<file path="src/rtl/addflag_pkg.sv">
package addflag_pkg;
   // Flag positions inside the status word
   localparam int ST_C = 0;
   localparam int ST_Z = 1;
   localparam int ST_N = 2;
   localparam int ST_V = 8;

   localparam int KSEL_W = 3;

   // Constant table indices
   localparam logic [KSEL_W-1:0] K_ZERO  = 3'd0;
   localparam logic [KSEL_W-1:0] K_ONE   = 3'd1;
   localparam logic [KSEL_W-1:0] K_TWO   = 3'd2;
   localparam logic [KSEL_W-1:0] K_FOUR  = 3'd3;
   localparam logic [KSEL_W-1:0] K_EIGHT = 3'd4;
   localparam logic [KSEL_W-1:0] K_ONES  = 3'd5;

   typedef struct packed {
      logic v;
      logic n;
      logic z;
      logic c;
   } flags_t;
endpackage

</file>
<file path="src/rtl/addflag_src.sv">
module addflag_src
   import addflag_pkg::*;
#(
   parameter int DATA_W = 16
) (
   input  logic              src_is_const,
   input  logic [KSEL_W-1:0] const_code,
   input  logic              byte_mode,
   input  logic [DATA_W-1:0] src_operand,
   output logic [DATA_W-1:0] addend
);
   localparam int LANE_W = DATA_W / 2;
   localparam logic [DATA_W-1:0] ALL_ONES  = {DATA_W{1'b1}};
   localparam logic [DATA_W-1:0] LANE_ONES = {{(DATA_W-LANE_W){1'b0}}, {LANE_W{1'b1}}};

   logic [DATA_W-1:0] kval;

   always_comb begin
      unique case (const_code)
         K_ZERO:  kval = '0;
         K_ONE:   kval = DATA_W'(1);
         K_TWO:   kval = DATA_W'(2);
         K_FOUR:  kval = DATA_W'(4);
         K_EIGHT: kval = DATA_W'(8);
         K_ONES:  kval = byte_mode ? LANE_ONES : ALL_ONES;
         default: kval = '0;
      endcase
   end

   assign addend = src_is_const ? kval : src_operand;
endmodule

</file>
<file path="src/rtl/addflag_core.sv">
module addflag_core
   import addflag_pkg::*;
#(
   parameter int DATA_W = 16
) (
   input  logic              byte_mode,
   input  logic              dst_is_mem,
   input  logic              lane_hi,
   input  logic [DATA_W-1:0] a_in,
   input  logic [DATA_W-1:0] b_in,
   output logic [DATA_W-1:0] sum_ext,
   output flags_t            flags
);
   localparam int LANE_W = DATA_W / 2;

   logic [DATA_W:0]   wsum;
   logic [LANE_W:0]   bsum;
   logic [LANE_W-1:0] b_lane;
   flags_t            wf, bf;

   // byte addend comes from the addressed lane only for memory targets
   assign b_lane = (dst_is_mem && lane_hi) ? b_in[DATA_W-1:LANE_W] : b_in[LANE_W-1:0];

   assign wsum = {1'b0, a_in} + {1'b0, b_in};
   assign bsum = {1'b0, a_in[LANE_W-1:0]} + {1'b0, b_lane};

   always_comb begin
      wf.c = wsum[DATA_W];
      wf.n = wsum[DATA_W-1];
      wf.z = (wsum[DATA_W-1:0] == '0);
      wf.v = (a_in[DATA_W-1] == b_in[DATA_W-1]) && (wsum[DATA_W-1] != a_in[DATA_W-1]);

      bf.c = bsum[LANE_W];
      bf.n = bsum[LANE_W-1];
      bf.z = (bsum[LANE_W-1:0] == '0);
      bf.v = (a_in[LANE_W-1] == b_lane[LANE_W-1]) && (bsum[LANE_W-1] != a_in[LANE_W-1]);
   end

   assign flags   = byte_mode ? bf : wf;
   assign sum_ext = byte_mode ? {{(DATA_W-LANE_W){1'b0}}, bsum[LANE_W-1:0]} : wsum[DATA_W-1:0];
endmodule

</file>
<file path="src/rtl/addflag_merge.sv">
module addflag_merge #(
   parameter int DATA_W = 16
) (
   input  logic              byte_mode,
   input  logic              dst_is_mem,
   input  logic              lane_hi,
   input  logic [DATA_W-1:0] sum_ext,
   input  logic [DATA_W-1:0] dst_operand,
   output logic [DATA_W-1:0] wb_data,
   output logic [1:0]        byte_we
);
   localparam int LANE_W = DATA_W / 2;
   localparam int LANES  = 2;

   logic lane_merge;
   assign lane_merge = byte_mode && dst_is_mem;

   for (genvar i = 0; i < LANES; i++) begin : g_lane
      localparam logic LSEL = 1'(i);
      always_comb begin
         if (lane_merge) begin
            wb_data[i*LANE_W +: LANE_W] = (lane_hi == LSEL) ? sum_ext[LANE_W-1:0]
                                                            : dst_operand[i*LANE_W +: LANE_W];
            byte_we[i] = (lane_hi == LSEL);
         end else begin
            // word result, or zero-extended byte result for registers
            wb_data[i*LANE_W +: LANE_W] = sum_ext[i*LANE_W +: LANE_W];
            byte_we[i] = 1'b1;
         end
      end
   end
endmodule

</file>
<file path="src/rtl/addflag_unit.sv">
module addflag_unit
   import addflag_pkg::*;
#(
   parameter int DATA_W   = 16,
   parameter int STATUS_W = 16
) (
   input  logic                clk,
   input  logic                rst_n,
   input  logic                op_valid,
   input  logic                byte_mode,
   input  logic                dst_is_mem,
   input  logic                lane_hi,
   input  logic                src_is_const,
   input  logic [KSEL_W-1:0]   const_code,
   input  logic [DATA_W-1:0]   src_operand,
   input  logic [DATA_W-1:0]   dst_operand,
   input  logic [STATUS_W-1:0] status_in,
   output logic [DATA_W-1:0]   sum_q,
   output logic [DATA_W-1:0]   wb_data_q,
   output logic [1:0]          byte_we_q,
   output logic [STATUS_W-1:0] status_q,
   output logic                res_valid
);
   if (DATA_W != 16) begin : g_bad_width
      $error("addflag_unit: DATA_W must be 16");
   end
   if (STATUS_W <= ST_V) begin : g_bad_status
      $error("addflag_unit: STATUS_W too narrow for the overflow bit");
   end

   logic [DATA_W-1:0]   addend;
   logic [DATA_W-1:0]   sum_ext;
   logic [DATA_W-1:0]   wb_next;
   logic [1:0]          we_next;
   flags_t              fl;
   logic [STATUS_W-1:0] st_next;

   addflag_src #(.DATA_W(DATA_W)) u_src (
      .src_is_const (src_is_const),
      .const_code   (const_code),
      .byte_mode    (byte_mode),
      .src_operand  (src_operand),
      .addend       (addend)
   );

   addflag_core #(.DATA_W(DATA_W)) u_core (
      .byte_mode  (byte_mode),
      .dst_is_mem (dst_is_mem),
      .lane_hi    (lane_hi),
      .a_in       (addend),
      .b_in       (dst_operand),
      .sum_ext    (sum_ext),
      .flags      (fl)
   );

   addflag_merge #(.DATA_W(DATA_W)) u_merge (
      .byte_mode   (byte_mode),
      .dst_is_mem  (dst_is_mem),
      .lane_hi     (lane_hi),
      .sum_ext     (sum_ext),
      .dst_operand (dst_operand),
      .wb_data     (wb_next),
      .byte_we     (we_next)
   );

   always_comb begin
      st_next       = status_in;
      st_next[ST_C] = fl.c;
      st_next[ST_Z] = fl.z;
      st_next[ST_N] = fl.n;
      st_next[ST_V] = fl.v;
   end

   always_ff @(posedge clk or negedge rst_n) begin
      if (!rst_n) begin
         sum_q     <= '0;
         wb_data_q <= '0;
         byte_we_q <= '0;
         status_q  <= '0;
         res_valid <= 1'b0;
      end else begin
         res_valid <= op_valid;
         if (op_valid) begin
            sum_q     <= sum_ext;
            wb_data_q <= wb_next;
            byte_we_q <= we_next;
            status_q  <= st_next;
         end
      end
   end
endmodule

</file>
<file path="config.mk">
export PLATFORM = sky130hd
export DESIGN_NAME = addflag_unit
export DESIGN_NICKNAME = d
export VERILOG_FILES = /design/src/rtl/addflag_pkg.sv /design/src/rtl/addflag_src.sv /design/src/rtl/addflag_core.sv /design/src/rtl/addflag_merge.sv /design/src/rtl/addflag_unit.sv
export SDC_FILE = /design/constraint.sdc
export NUM_CORES = 1
export LEC_CHECK = 0
export ABC_AREA = 1
export BUFFER_PORTS_ARGS = -buffer_cell sky130_fd_sc_hd__buf_2
export CAP_MARGIN = 25
export CORE_ASPECT_RATIO = 0.5
export CORE_MARGIN = 4
export CORE_UTILIZATION = 40
export CTS_BUF_LIST = sky130_fd_sc_hd__clkbuf_4 sky130_fd_sc_hd__clkbuf_8 sky130_fd_sc_hd__clkbuf_16
export CTS_CLUSTER_SIZE = 10
export DETAILED_ROUTE_END_ITERATION = 10
export GPL_TIMING_DRIVEN = 0
export MAX_ROUTING_LAYER = met4
export PLACE_DENSITY_LB_ADDON = 0.05
export SYNTH_ARGS = -nofsm -noshare
export SYNTH_HDL_FRONTEND = slang
export SYNTH_SLANG_ARGS = --single-unit
</file>
<file path="constraint.sdc">
create_clock -name clk -period 1 [get_ports clk]
set_clock_uncertainty 0.05 [all_clocks]
set_input_delay 0.3 -clock clk [delete_from_list [all_inputs] [get_ports clk]]
set_output_delay 0.3 -clock clk [all_outputs]
set_load 0.01 [all_outputs]
</file>
==> impl_metrics.py, run 1 <==
metrics = {
    "global_routing": {
        "groute.layer.met1.usage": 0.3677,
        "globalRoute.busiestLayer": "met2",
        "globalRouteOverflowTotal": 0,
        "gr-usage-all-layers": 0.2486,
        "grt_use_met3": 0.03559,
        "globalRouteMet2Util": 0.3764,
        "grt_first_pass_wirelength_um": 22240,
        "largest_net_degree_at_the_start_of_global_routing": 34,
        "antenna_violations_before_repair": 0,
        "first_global_vias": 4302,
    },
    "sta": {
        "slew_headroom": 0.4165,
        "fin_setup_tns_ns": -44.81,
        "worstMarginPinSlew_ns": 0.8752,
        "fin_crit_sh": 2.239,
        "setup-violations-final": 87,
        "rsz0062_at_grt": "yes",
        "fmax_ghz": 0.4466,
        "final_period_demand_of_the_worst_path_ns": 2.239,
        "report.final.hold_viol_count": 18,
        "timing.final.max_slew_violations": 0,
        "final_hold_slack_ns": -0.09848,
        "layout_setup_ws_ns": -1.239,
    },
    "worst_setup_path": {
        "worstPathCellList": "buf_12, inv_8, o31ai_4, ha_4, inv_2, fa_2, inv_2, nand2_2, nand2_4, nand3_4, nand2_4, nand2_4, nand3_2, nand2_2, nor2_1, nand2_1, nor2_2, nor2_2, nor2_1",
        "cp-end-kind": "flop",
        "r2r_cells": 4,
        "path_delay_family": "simple AND/OR/NAND/NOR gates",
        "critical_path_class": "primary input to flop",
        "worst_setup_path_start_kind": "primary input",
        "r2r_end": "wb_data_q[7]",
        "cpPeakStageDelay_ns": 0.36,
        "required_ns": 1.17,
        "cpMaxStageDelayCell": "sky130_fd_sc_hd__fa_2",
        "critPathMostFrequentCell": "sky130_fd_sc_hd__nand2_4",
        "r2r_slack_ns": -0.14,
        "cp_max_fo": 5,
        "timing.critical_path.buf_inv": 4,
        "cp_data_arrival_time_ns": 2.41,
        "timing.rr.start": "wb_data_q[7]",
    },
    "clock_network": {
        "cts_tree": "done",
        "cts_clk_pin_slew_worst_paths_ns": 0.07,
        "cts-root-to-sink-buffers": 2,
        "cts_root_buffer": "sky130_fd_sc_hd__clkbuf_16",
        "worst_skew_pair.late_latency_ns": 0.29,
        "numCtsBuffers": 5,
        "cts.sink_count": 51,
        "ctsHtreeMaxLevel": 2,
    },
    "route": {
        "ant_nets": 0,
        "detail_route.wirelength_um": 14590,
        "firstDrtPassIters": 5,
        "wire_per_inst_um": 15.89,
        "drt-initial-drc-count": 265,
        "remaining_drc_errors": 0,
        "vias": 4618,
        "routed_via_density": 5.031,
    },
    "min_path": {
        "hold_path.class": "primary input to async pin",
    },
    "placement": {
        "port-buffer-count": 103,
        "place.gp.congestion": 0.9250,
        "dpl.hpwl_um": 10540,
        "pre_cts_worst_setup_slack_ns": -1.776,
    },
    "logic_synthesis": {
        "post_synth_num_cell_types": 35,
        "yosys.area_share.adder": 0.08712,
        "mappedNetlistNets": 683,
        "ys.warnings.count": 0,
        "synth_xor_xnor_area_share": 0.01121,
        "synth_sequential_area_ratio": 0.3267,
        "synth.cell_area_um2": 3906,
        "synth.mux.area_fraction": 0,
        "synth.ff_latch_count": 51,
        "syn-mean-instance-area_um2": 6.521,
        "combinational_family_with_the_most_area_after_synthesis": "simple AND/OR/NAND/NOR gates",
        "synth_compound_area_frac": 0.1134,
        "synthesis.instances": 599,
        "yosys.area_share.simple": 0.3716,
    },
    "cells_and_area": {
        "seq_area_um2": 1276,
        "synth_to_layout_area_growth_pct": 68.99,
        "filler_cell_count": 831,
        "multi_input_area_um2": 3261,
        "final_layout_size_suffix_gt1_frac": 0.4955,
        "final_net_count": 866,
        "layout.core_utilization": 0.6965,
        "antenna_diode_count": 0,
    },
    "power": {
        "power.density_cell_area_nw_per_um2": 1356,
        "cellLeakagePower_nw": 3.355,
        "max-vdd-ir-drop_mv": 0.6918,
    },
    "floorplanning": {
        "floorplan.rows": 25,
        "die_h_um": 77.88,
        "die_footprint_um2": 11510,
        "die_width_um": 147.8,
        "floorplan_core_area_um2": 9478,
        "top_level_ports": 109,
        "initial_utilization": 0.4121,
    },
    "run": {
        "max-cap-violations": 0,
    },
    "run_status": {
        "status": "finished with violations",
        "violations": "hold timing, setup timing",
    },
}
## stage by stage
step                instance area, µm²  hold slack [ns]  cells  total power (W)
floorplan                         4025         -0.04559    599         0.004247
global placement                  4710           0.3836    837         0.005216
detailed placement                4730           0.2211    838         0.005255
CTS                               5682         -0.08871    892         0.008036
global route                      6601         -0.07311    918         0.009497
finish                            6601         -0.09848    918         0.008955
## where the power goes
| group | total [W] | internal, W | switching, W |
|---|---|---|---|
| Sequential | 0.00253 | 0.00236 | 0.000171 |
| Combinational | 0.00440 | 0.00201 | 0.00239 |
| Clock | 0.00203 | 0.00126 | 0.000768 |
| Total | 0.00895 | 0.00563 | 0.00333 |
## cell families (layout without fill, tap and decap cells)
family	Yosys count	after routing
buffers and inverters	90	274
XOR/XNOR	5	5
AND/OR/NAND/NOR	350	350
flip-flops	51	51
adder cells (fa/ha/maj)	26	26
AO/OA/AOI/OAI	77	77
## worst max-delay path by stage
stage,slack (ns),start,cells after the start,to
floorplan,-1.34,src_is_const,20,wb_data_q[14]
global placement,-1.77,const_code[1],21,status_q[1]
detailed placement,-1.78,const_code[1],22,wb_data_q[14]
CTS,-1.27,src_is_const,16,status_q[1]
global route,-1.34,const_code[0],19,status_q[1]
finish,-1.24,src_is_const,19,status_q[1]
## placed cells by master, fill, tap and decap left out, types with 18 or more instances in the layout
master                      n
sky130_fd_sc_hd__buf_2     86
sky130_fd_sc_hd__buf_4     59
sky130_fd_sc_hd__buf_6     28
sky130_fd_sc_hd__dfrtp_1   51
sky130_fd_sc_hd__inv_1     54
sky130_fd_sc_hd__nand2_1  167
sky130_fd_sc_hd__nand2_2   35
sky130_fd_sc_hd__nand2_4   18
sky130_fd_sc_hd__nor2_1    41
sky130_fd_sc_hd__nor2_2    23
## flip-flops by register name, summed over array words and instances, names as in the netlist
| name | cells |
|---|---|
| status_q | 16 |
| byte_we_q | 2 |
| wb_data_q | 16 |
| sum_q | 16 |
| res_valid | 1 |
## per-layer routing
metal / up-vias / share of wire
li1: 2278 / -
met1: 2169 / 0.47
met2: 157 / 0.45
met3: 14 / 0.071
met4: 0 / 0.0082
met5: - / 0
## layout make-up
cell class                 count  share of cell area
tap                          135             0.02559
buffer                        16             0.02274
clock inverter                 2            0.005876
inverter                      74             0.04682
sequential                    51              0.1933
multi-input combinational    458              0.4939
clock buffer                   6             0.02104
timing repair buffer         176              0.1907
## synth_stat cells
master / count / area [µm²]
sky130_fd_sc_hd__nand2_1: 213 / 799.5
sky130_fd_sc_hd__inv_1: 73 / 274.0
sky130_fd_sc_hd__nor2_1: 69 / 259.0
sky130_fd_sc_hd__dfrtp_1: 51 / 1276
sky130_fd_sc_hd__nand3_1: 39 / 195.2
sky130_fd_sc_hd__o21ai_0: 37 / 185.2
sky130_fd_sc_hd__ha_1: 24 / 300.3
sky130_fd_sc_hd__a21oi_1: 16 / 80.08
sky130_fd_sc_hd__clkbuf_1: 10 / 37.54
sky130_fd_sc_hd__a22oi_1: 7 / 52.55
sky130_fd_sc_hd__nand2_2: 7 / 43.79
sky130_fd_sc_hd__nand4_1: 6 / 37.54
sky130_fd_sc_hd__buf_2: 5 / 25.02
sky130_fd_sc_hd__nand3b_1: 5 / 37.54
sky130_fd_sc_hd__xor2_1: 5 / 43.79
sky130_fd_sc_hd__o21bai_1: 3 / 22.52
sky130_fd_sc_hd__o221ai_1: 3 / 26.28
sky130_fd_sc_hd__a31oi_1: 2 / 12.51
sky130_fd_sc_hd__fa_1: 2 / 40.04
sky130_fd_sc_hd__nor2_2: 2 / 12.51
sky130_fd_sc_hd__nor3_1: 2 / 10.01
sky130_fd_sc_hd__o211ai_1: 2 / 15.01
sky130_fd_sc_hd__o21a_1: 2 / 15.01
sky130_fd_sc_hd__o21ai_1: 2 / 10.01
sky130_fd_sc_hd__or2_2: 2 / 12.51
sky130_fd_sc_hd__a21boi_0: 1 / 7.510
sky130_fd_sc_hd__and2_1: 1 / 6.260
sky130_fd_sc_hd__and3_2: 1 / 7.510
sky130_fd_sc_hd__buf_6: 1 / 11.26
sky130_fd_sc_hd__inv_2: 1 / 3.750
sky130_fd_sc_hd__nand2_4: 1 / 11.26
sky130_fd_sc_hd__nor2_4: 1 / 11.26
sky130_fd_sc_hd__nor3b_1: 1 / 7.510
sky130_fd_sc_hd__o21ai_2: 1 / 8.760
sky130_fd_sc_hd__o31ai_1: 1 / 7.510
## what timing repair did
item | 4_1_cts | 5_1_grt
cloned | 0 | 0
hold endpoints to repair | 18 | 18
setup endpoints to repair | 99 | 99
buffers inserted | 46 | 27
pin swaps | 51 | 63
resized for setup | 122 | 164
Power figures use the tool's default switching activity.
==> run 2, diff against run 1 <==
- CORE_UTILIZATION: 40 -> 30
- SLEW_MARGIN: unset -> 20
==> run 2 against run 1 <==
  * Critical path depth fell by 3
  * Maximum frequency fell by 1.1%
  * Register-to-register slack improved by 0.18 ns
  * Global-route usage fell by 5.3 points
  * Final cell count rose by 4.5%
  * Sequential power barely moved
  * Worst hold slack improved by 0.059 ns
  * The flow still finishes with violations (hold timing, setup timing)
  * Combinational power rose by 5%
  * Setup slack got worse by 0.025 ns
  * Wire length rose by 3.5%
==> impl_metrics.py, run 2 (synthesis results as in run 1) <==
metrics = {
    "run_status": {
        "status": "finished with violations",
        "violations": "hold timing, setup timing",
    },
    "sta": {
        "fin_crit_sh": 2.264,
        "rsz0062_at_grt": "yes",
        "slew_headroom": 0.3787,
        "worstMarginPinSlew_ns": 0.9319,
        "fmax_ghz": 0.4417,
        "layout_setup_ws_ns": -1.264,
        "timing.final.max_slew_violations": 0,
        "final_period_demand_of_the_worst_path_ns": 2.264,
        "setup-violations-final": 87,
        "final_hold_slack_ns": -0.03956,
        "report.final.hold_viol_count": 12,
    },
    "floorplanning": {
        "die_h_um": 88.69,
        "die_width_um": 169.4,
        "floorplan_core_area_um2": 12700,
        "die_footprint_um2": 15020,
        "top_level_ports": 109,
        "initial_utilization": 0.3076,
        "floorplan.rows": 29,
    },
    "worst_setup_path": {
        "worst_setup_path_start_kind": "primary input",
        "cp_max_fo": 3,
        "cp_data_arrival_time_ns": 2.43,
        "r2r_cells": 3,
        "critical_path_class": "primary input to flop",
        "r2r_slack_ns": 0.04,
        "timing.rr.start": "wb_data_q[15]",
        "r2r_end": "wb_data_q[15]",
        "cp-end-kind": "flop",
        "required_ns": 1.17,
    },
    "route": {
        "detail_route.wirelength_um": 15100,
        "routed_via_density": 4.729,
        "firstDrtPassIters": 4,
        "ant_nets": 0,
        "vias": 4535,
        "wire_per_inst_um": 15.74,
        "drt-initial-drc-count": 202,
        "remaining_drc_errors": 0,
    },
    "cells_and_area": {
        "synth_to_layout_area_growth_pct": 74.31,
        "stdcell_count": 959,
        "layout.cells.most_common_list": "sky130_fd_sc_hd__nand2_1, sky130_fd_sc_hd__buf_2, sky130_fd_sc_hd__buf_4, sky130_fd_sc_hd__dfrtp_1, sky130_fd_sc_hd__inv_1",
        "layout.cells.most_common": "sky130_fd_sc_hd__nand2_1",
        "antenna_diode_count": 0,
        "layout.core_utilization": 0.5362,
        "final_layout_size_suffix_gt1_frac": 0.5196,
        "final_net_count": 873,
        "filler_cell_count": 1269,
        "biggest_registers_after_layout": "status_q (16), sum_q (16), wb_data_q (16)",
    },
    "placement": {
        "dpl.hpwl_um": 11330,
        "place.gp.congestion": 0.9045,
        "dp_cells": 872,
        "port-buffer-count": 103,
    },
    "clock_network": {
        "cts_root_buffer": "sky130_fd_sc_hd__clkbuf_16",
        "cts_tree": "done",
        "ctsHtreeMaxLevel": 2,
        "cts-root-to-sink-buffers": 2,
        "cts_clk_pin_slew_worst_paths_ns": 0.07,
        "numCtsBuffers": 5,
        "cts.sink_count": 51,
        "worst_skew_pair.late_latency_ns": 0.28,
    },
    "min_path": {
        "hold_path.class": "primary input to async pin",
    },
    "global_routing": {
        "antenna_violations_before_repair": 0,
        "first_global_vias": 4150,
        "gr-usage-all-layers": 0.1953,
        "grt_first_pass_wirelength_um": 22250,
        "largest_net_degree_at_the_start_of_global_routing": 52,
        "globalRouteOverflowTotal": 0,
    },
    "power": {
        "cellLeakagePower_nw": 3.400,
        "power.density_cell_area_nw_per_um2": 1290,
        "max-vdd-ir-drop_mv": 0.7175,
    },
    "run": {
        "max-cap-violations": 0,
    },
}
[run 2: how the worst max path moves through the flow]
stage	start	end	slack [ns]	cells past startpoint
final	const_code[0]	status_q[1]	-1.26	16
after global routing	const_code[0]	status_q[1]	-1.40	19
after CTS	src_is_const	status_q[1]	-1.29	19
after detailed placement	const_code[1]	status_q[1]	-1.80	21
after global placement	const_code[1]	wb_data_q[14]	-1.82	22
after floorplan	src_is_const	wb_data_q[14]	-1.34	20
[run 2: stage by stage]
step	power (W)	cell area (µm²)	setup WS (ns)	setup TNS, ns
after floorplan	0.004247	4025	-1.342	-38.38
after global placement	0.005292	4753	-1.823	-84.15
after detailed placement	0.005299	4756	-1.802	-61.76
after CTS	0.007934	5907	-1.294	-44.39
after global routing	0.009351	6809	-1.398	-48.47
final	0.008783	6809	-1.264	-43.72
[run 2: what timing repair did]
item,CTS,global route
pin swaps,34,74
gates cloned,0,1
setup endpoints to repair,100,99
gates resized for setup,153,177
setup buffers,57,31
hold buffers,0,0
[run 2: final cells by class]
| cell class | instances | area (µm²) | share of cell area |
|---|---|---|---|
| flip-flops and latches | 51 | 1276 | 0.1874 |
| clock inverters | 2 | 13.76 | 0.002021 |
| well taps | 170 | 212.7 | 0.03124 |
| inverters | 74 | 316.6 | 0.04649 |
| repair buffers | 184 | 1358 | 0.1994 |
| clock buffers | 5 | 125.1 | 0.01838 |
| multi-input cells | 458 | 3369 | 0.4949 |
| plain buffers | 15 | 137.6 | 0.02021 |
[run 2: power by group]
| group | switching (W) | internal (W) |
|---|---|---|
| Sequential | 0.000166 | 0.00236 |
| Combinational | 0.00247 | 0.00213 |
| Clock | 0.000744 | 0.000914 |
[run 2: critical path, stage by stage]
cell,delay [ns]
sky130_fd_sc_hd__buf_12,0.09
sky130_fd_sc_hd__inv_6,0.03
sky130_fd_sc_hd__o31ai_4,0.31
sky130_fd_sc_hd__ha_4,0.20
sky130_fd_sc_hd__inv_2,0.04
sky130_fd_sc_hd__fa_2,0.52
sky130_fd_sc_hd__nand2_1,0.06
sky130_fd_sc_hd__nor2_1,0.11
sky130_fd_sc_hd__nand3_1,0.09
sky130_fd_sc_hd__nor2_2,0.15
sky130_fd_sc_hd__nand3_2,0.09
sky130_fd_sc_hd__nor2_2,0.10
sky130_fd_sc_hd__nand3_2,0.09
sky130_fd_sc_hd__nor2_4,0.11
sky130_fd_sc_hd__nor2_2,0.05
sky130_fd_sc_hd__nor2_1,0.09
[run 2: layer usage]
layer	vias to the layer above	part of all wire	GRT usage
met5	-	0	-
met4	0	0.010	0.03287
met3	11	0.041	0.02410
met2	89	0.45	0.3047
met1	2149	0.50	0.2775
li1	2286	-	-
==> run 3, diff against run 2 <==
- BUFFER_PORTS_ARGS: -buffer_cell sky130_fd_sc_hd__buf_2 -> -buffer_cell sky130_fd_sc_hd__buf_4
- PLACE_DENSITY_LB_ADDON: 0.05 -> 0.08
==> run 3 against run 2 <==
  * The run still ends with hold timing, setup timing left
  * Sequential power up 2%
  * Setup slack worse by 0.023 ns
  * Power fell by 0.69%
  * Sequential cell count stayed put
  * Critical endpoint unchanged
  * Core utilization decreased by 0.82 points
==> impl_metrics.py, run 3 (synthesis results as in run 1) <==
metrics = {
    "route": {
        "drt-initial-drc-count": 229,
        "firstDrtPassIters": 5,
        "remaining_drc_errors": 0,
        "wire_per_inst_um": 15.45,
        "vias": 4550,
        "detail_route.wirelength_um": 14740,
        "routed_via_density": 4.769,
        "ant_nets": 0,
    },
    "clock_network": {
        "worst_skew_pair.late_latency_ns": 0.29,
        "numCtsBuffers": 5,
        "cts.sink_count": 51,
        "cts_tree": "done",
        "cts_clk_pin_slew_worst_paths_ns": 0.07,
        "ctsHtreeMaxLevel": 2,
        "cts-root-to-sink-buffers": 2,
        "cts_root_buffer": "sky130_fd_sc_hd__clkbuf_16",
    },
    "sta": {
        "rsz0062_at_grt": "yes",
        "final_hold_slack_ns": -0.01787,
        "setup-violations-final": 88,
        "fin_crit_sh": 2.287,
        "final_period_demand_of_the_worst_path_ns": 2.287,
        "report.final.hold_viol_count": 12,
        "timing.final.max_slew_violations": 0,
        "fmax_ghz": 0.4373,
        "worstMarginPinSlew_ns": 0.7691,
        "slew_headroom": 0.4872,
        "layout_setup_ws_ns": -1.287,
    },
    "global_routing": {
        "antenna_violations_before_repair": 0,
        "gr-usage-all-layers": 0.1995,
        "grt_first_pass_wirelength_um": 22930,
        "largest_net_degree_at_the_start_of_global_routing": 52,
        "globalRouteOverflowTotal": 0,
        "first_global_vias": 4330,
    },
    "cells_and_area": {
        "final_net_count": 868,
        "final_layout_size_suffix_gt1_frac": 0.4681,
        "layout.cells.most_common_list": "sky130_fd_sc_hd__nand2_1, sky130_fd_sc_hd__buf_4, sky130_fd_sc_hd__buf_6, sky130_fd_sc_hd__inv_1, sky130_fd_sc_hd__dfrtp_1",
        "multi_input_area_um2": 3037,
        "layout.cells.most_common": "sky130_fd_sc_hd__nand2_1",
        "filler_cell_count": 1262,
        "antenna_diode_count": 0,
        "finalInstanceArea_um2": 6705,
        "seq_area_um2": 1276,
        "synth_to_layout_area_growth_pct": 71.65,
        "biggest_registers_after_layout": "status_q (16), sum_q (16), wb_data_q (16)",
    },
    "run": {
        "max-cap-violations": 0,
    },
    "worst_setup_path": {
        "critical_path_class": "primary input to flop",
        "required_ns": 1.17,
        "worst_setup_path_start_kind": "primary input",
        "cp_data_arrival_time_ns": 2.46,
        "cp_max_fo": 5,
        "cp-end-kind": "flop",
    },
    "floorplanning": {
        "die_footprint_um2": 15020,
        "die_h_um": 88.69,
        "die_width_um": 169.4,
        "floorplan.rows": 29,
        "floorplan_core_area_um2": 12700,
        "top_level_ports": 109,
        "initial_utilization": 0.3076,
    },
    "power": {
        "power.total_w": 0.008722,
        "power.density_cell_area_nw_per_um2": 1301,
        "cellLeakagePower_nw": 3.407,
        "max-vdd-ir-drop_mv": 0.6638,
    },
    "min_path": {
        "hold_path.class": "primary input to async pin",
    },
    "placement": {
        "dpl.hpwl_um": 11150,
        "place.gp.congestion": 0.9357,
        "port-buffer-count": 103,
        "placedInstanceArea_um2": 5011,
    },
    "run_status": {
        "status": "finished with violations",
        "violations": "hold timing, setup timing",
    },
}
## run 3: cell count changes in the layout (fill, tap and decap cells not counted), moves of 9 or more
cell	delta
sky130_fd_sc_hd__ha_1	+9
sky130_fd_sc_hd__ha_4	-11
sky130_fd_sc_hd__buf_4	+51
sky130_fd_sc_hd__nand2_1	+10
sky130_fd_sc_hd__buf_6	+29
sky130_fd_sc_hd__buf_2	-83
## run 3: critical path, cell delays in order
cell and delay [ns]:
sky130_fd_sc_hd__buf_12 0.10, sky130_fd_sc_hd__inv_8 0.04, sky130_fd_sc_hd__o31ai_4 0.30, sky130_fd_sc_hd__ha_4 0.19, sky130_fd_sc_hd__inv_2 0.04, sky130_fd_sc_hd__fa_2 0.41
sky130_fd_sc_hd__inv_4 0.09, sky130_fd_sc_hd__nand2_4 0.05, sky130_fd_sc_hd__nand2_4 0.08, sky130_fd_sc_hd__nand3_4 0.08, sky130_fd_sc_hd__nand2_4 0.11, sky130_fd_sc_hd__nand2_4 0.07
sky130_fd_sc_hd__nand3_2 0.08, sky130_fd_sc_hd__nand2_2 0.07, sky130_fd_sc_hd__nor2_1 0.12, sky130_fd_sc_hd__nand2_2 0.08, sky130_fd_sc_hd__nor2_4 0.12, sky130_fd_sc_hd__nor2_2 0.04
sky130_fd_sc_hd__nor2_1 0.07
## run 3: layer usage
metal	share of wire	GRT usage	wire, µm	vias up
li1	-	-	-	2282
met1	0.48	0.2793	7143	2134
met2	0.45	0.3137	6641	123
met3	0.057	0.02856	840	11
met4	0.0079	0.03360	116	0
met5	0	-	0	-
## run 3: power breakdown
group          total [W]  internal, W  leakage [nW]  switching [W]
clock network    0.00165     0.000914        0.0696       0.000739
registers        0.00258      0.00236         0.618       0.000217
logic            0.00449      0.00220          2.72        0.00229
total            0.00872      0.00547          3.41        0.00325
## run 3: area by class of cell
| cell class | count | share of cell area |
|---|---|---|
| clock inverters | 2 | 0.002053 |
| clock buffers | 5 | 0.01866 |
| inverters | 74 | 0.04572 |
| multi-input cells | 458 | 0.4529 |
| plain buffers | 16 | 0.02221 |
| repair buffers | 178 | 0.2364 |
| flip-flops and latches | 51 | 0.1903 |
| well taps | 170 | 0.03172 |
## run 3: worst paths after layout
| kind | startpoint | to | slack, ns | cells after the start |
|---|---|---|---|---|
| setup / recovery | src_is_const | status_q[1] | -1.29 | 19 |
| hold / removal | rst_n | status_q[9] | -0.02 | 1 |
| setup reg to reg | wb_data_q[5] | wb_data_q[5] | -0.06 | 4 |
| hold reg to reg | status_q[12] | status_q[12] | 0.45 | 2 |
| max in group asynchronous | rst_n | wb_data_q[15] | 0.47 | 1 |
| min in group clk | op_valid | res_valid | 0.10 | 1 |
## run 3: per-stage QoR
stage | util | hold slack [ns] | cells | TNS (ns) | worst slack, ns
2_1_floorplan | - | -0.04559 | 599 | -38.38 | -1.342
3_3_place_gp | 0.3946 | 0.3309 | 872 | -60.53 | -1.813
3_5_place_dp | 0.3946 | 0.3267 | 872 | -61.01 | -1.835
4_1_cts | 0.4841 | 0.01894 | 921 | -42.74 | -1.258
5_1_grt | 0.5280 | 0.03803 | 954 | -50.73 | -1.409
6_report | 0.5280 | -0.01787 | 954 | -44.70 | -1.287
## run 3: timing repair
| item | 4_1_cts | 5_1_grt |
|---|---|---|
| hold buffers | 0 | 0 |
| endpoints found under the setup margin | 100 | 101 |
| resized for setup | 196 | 82 |
| pin swaps | 48 | 48 |
| buffers inserted | 42 | 34 |
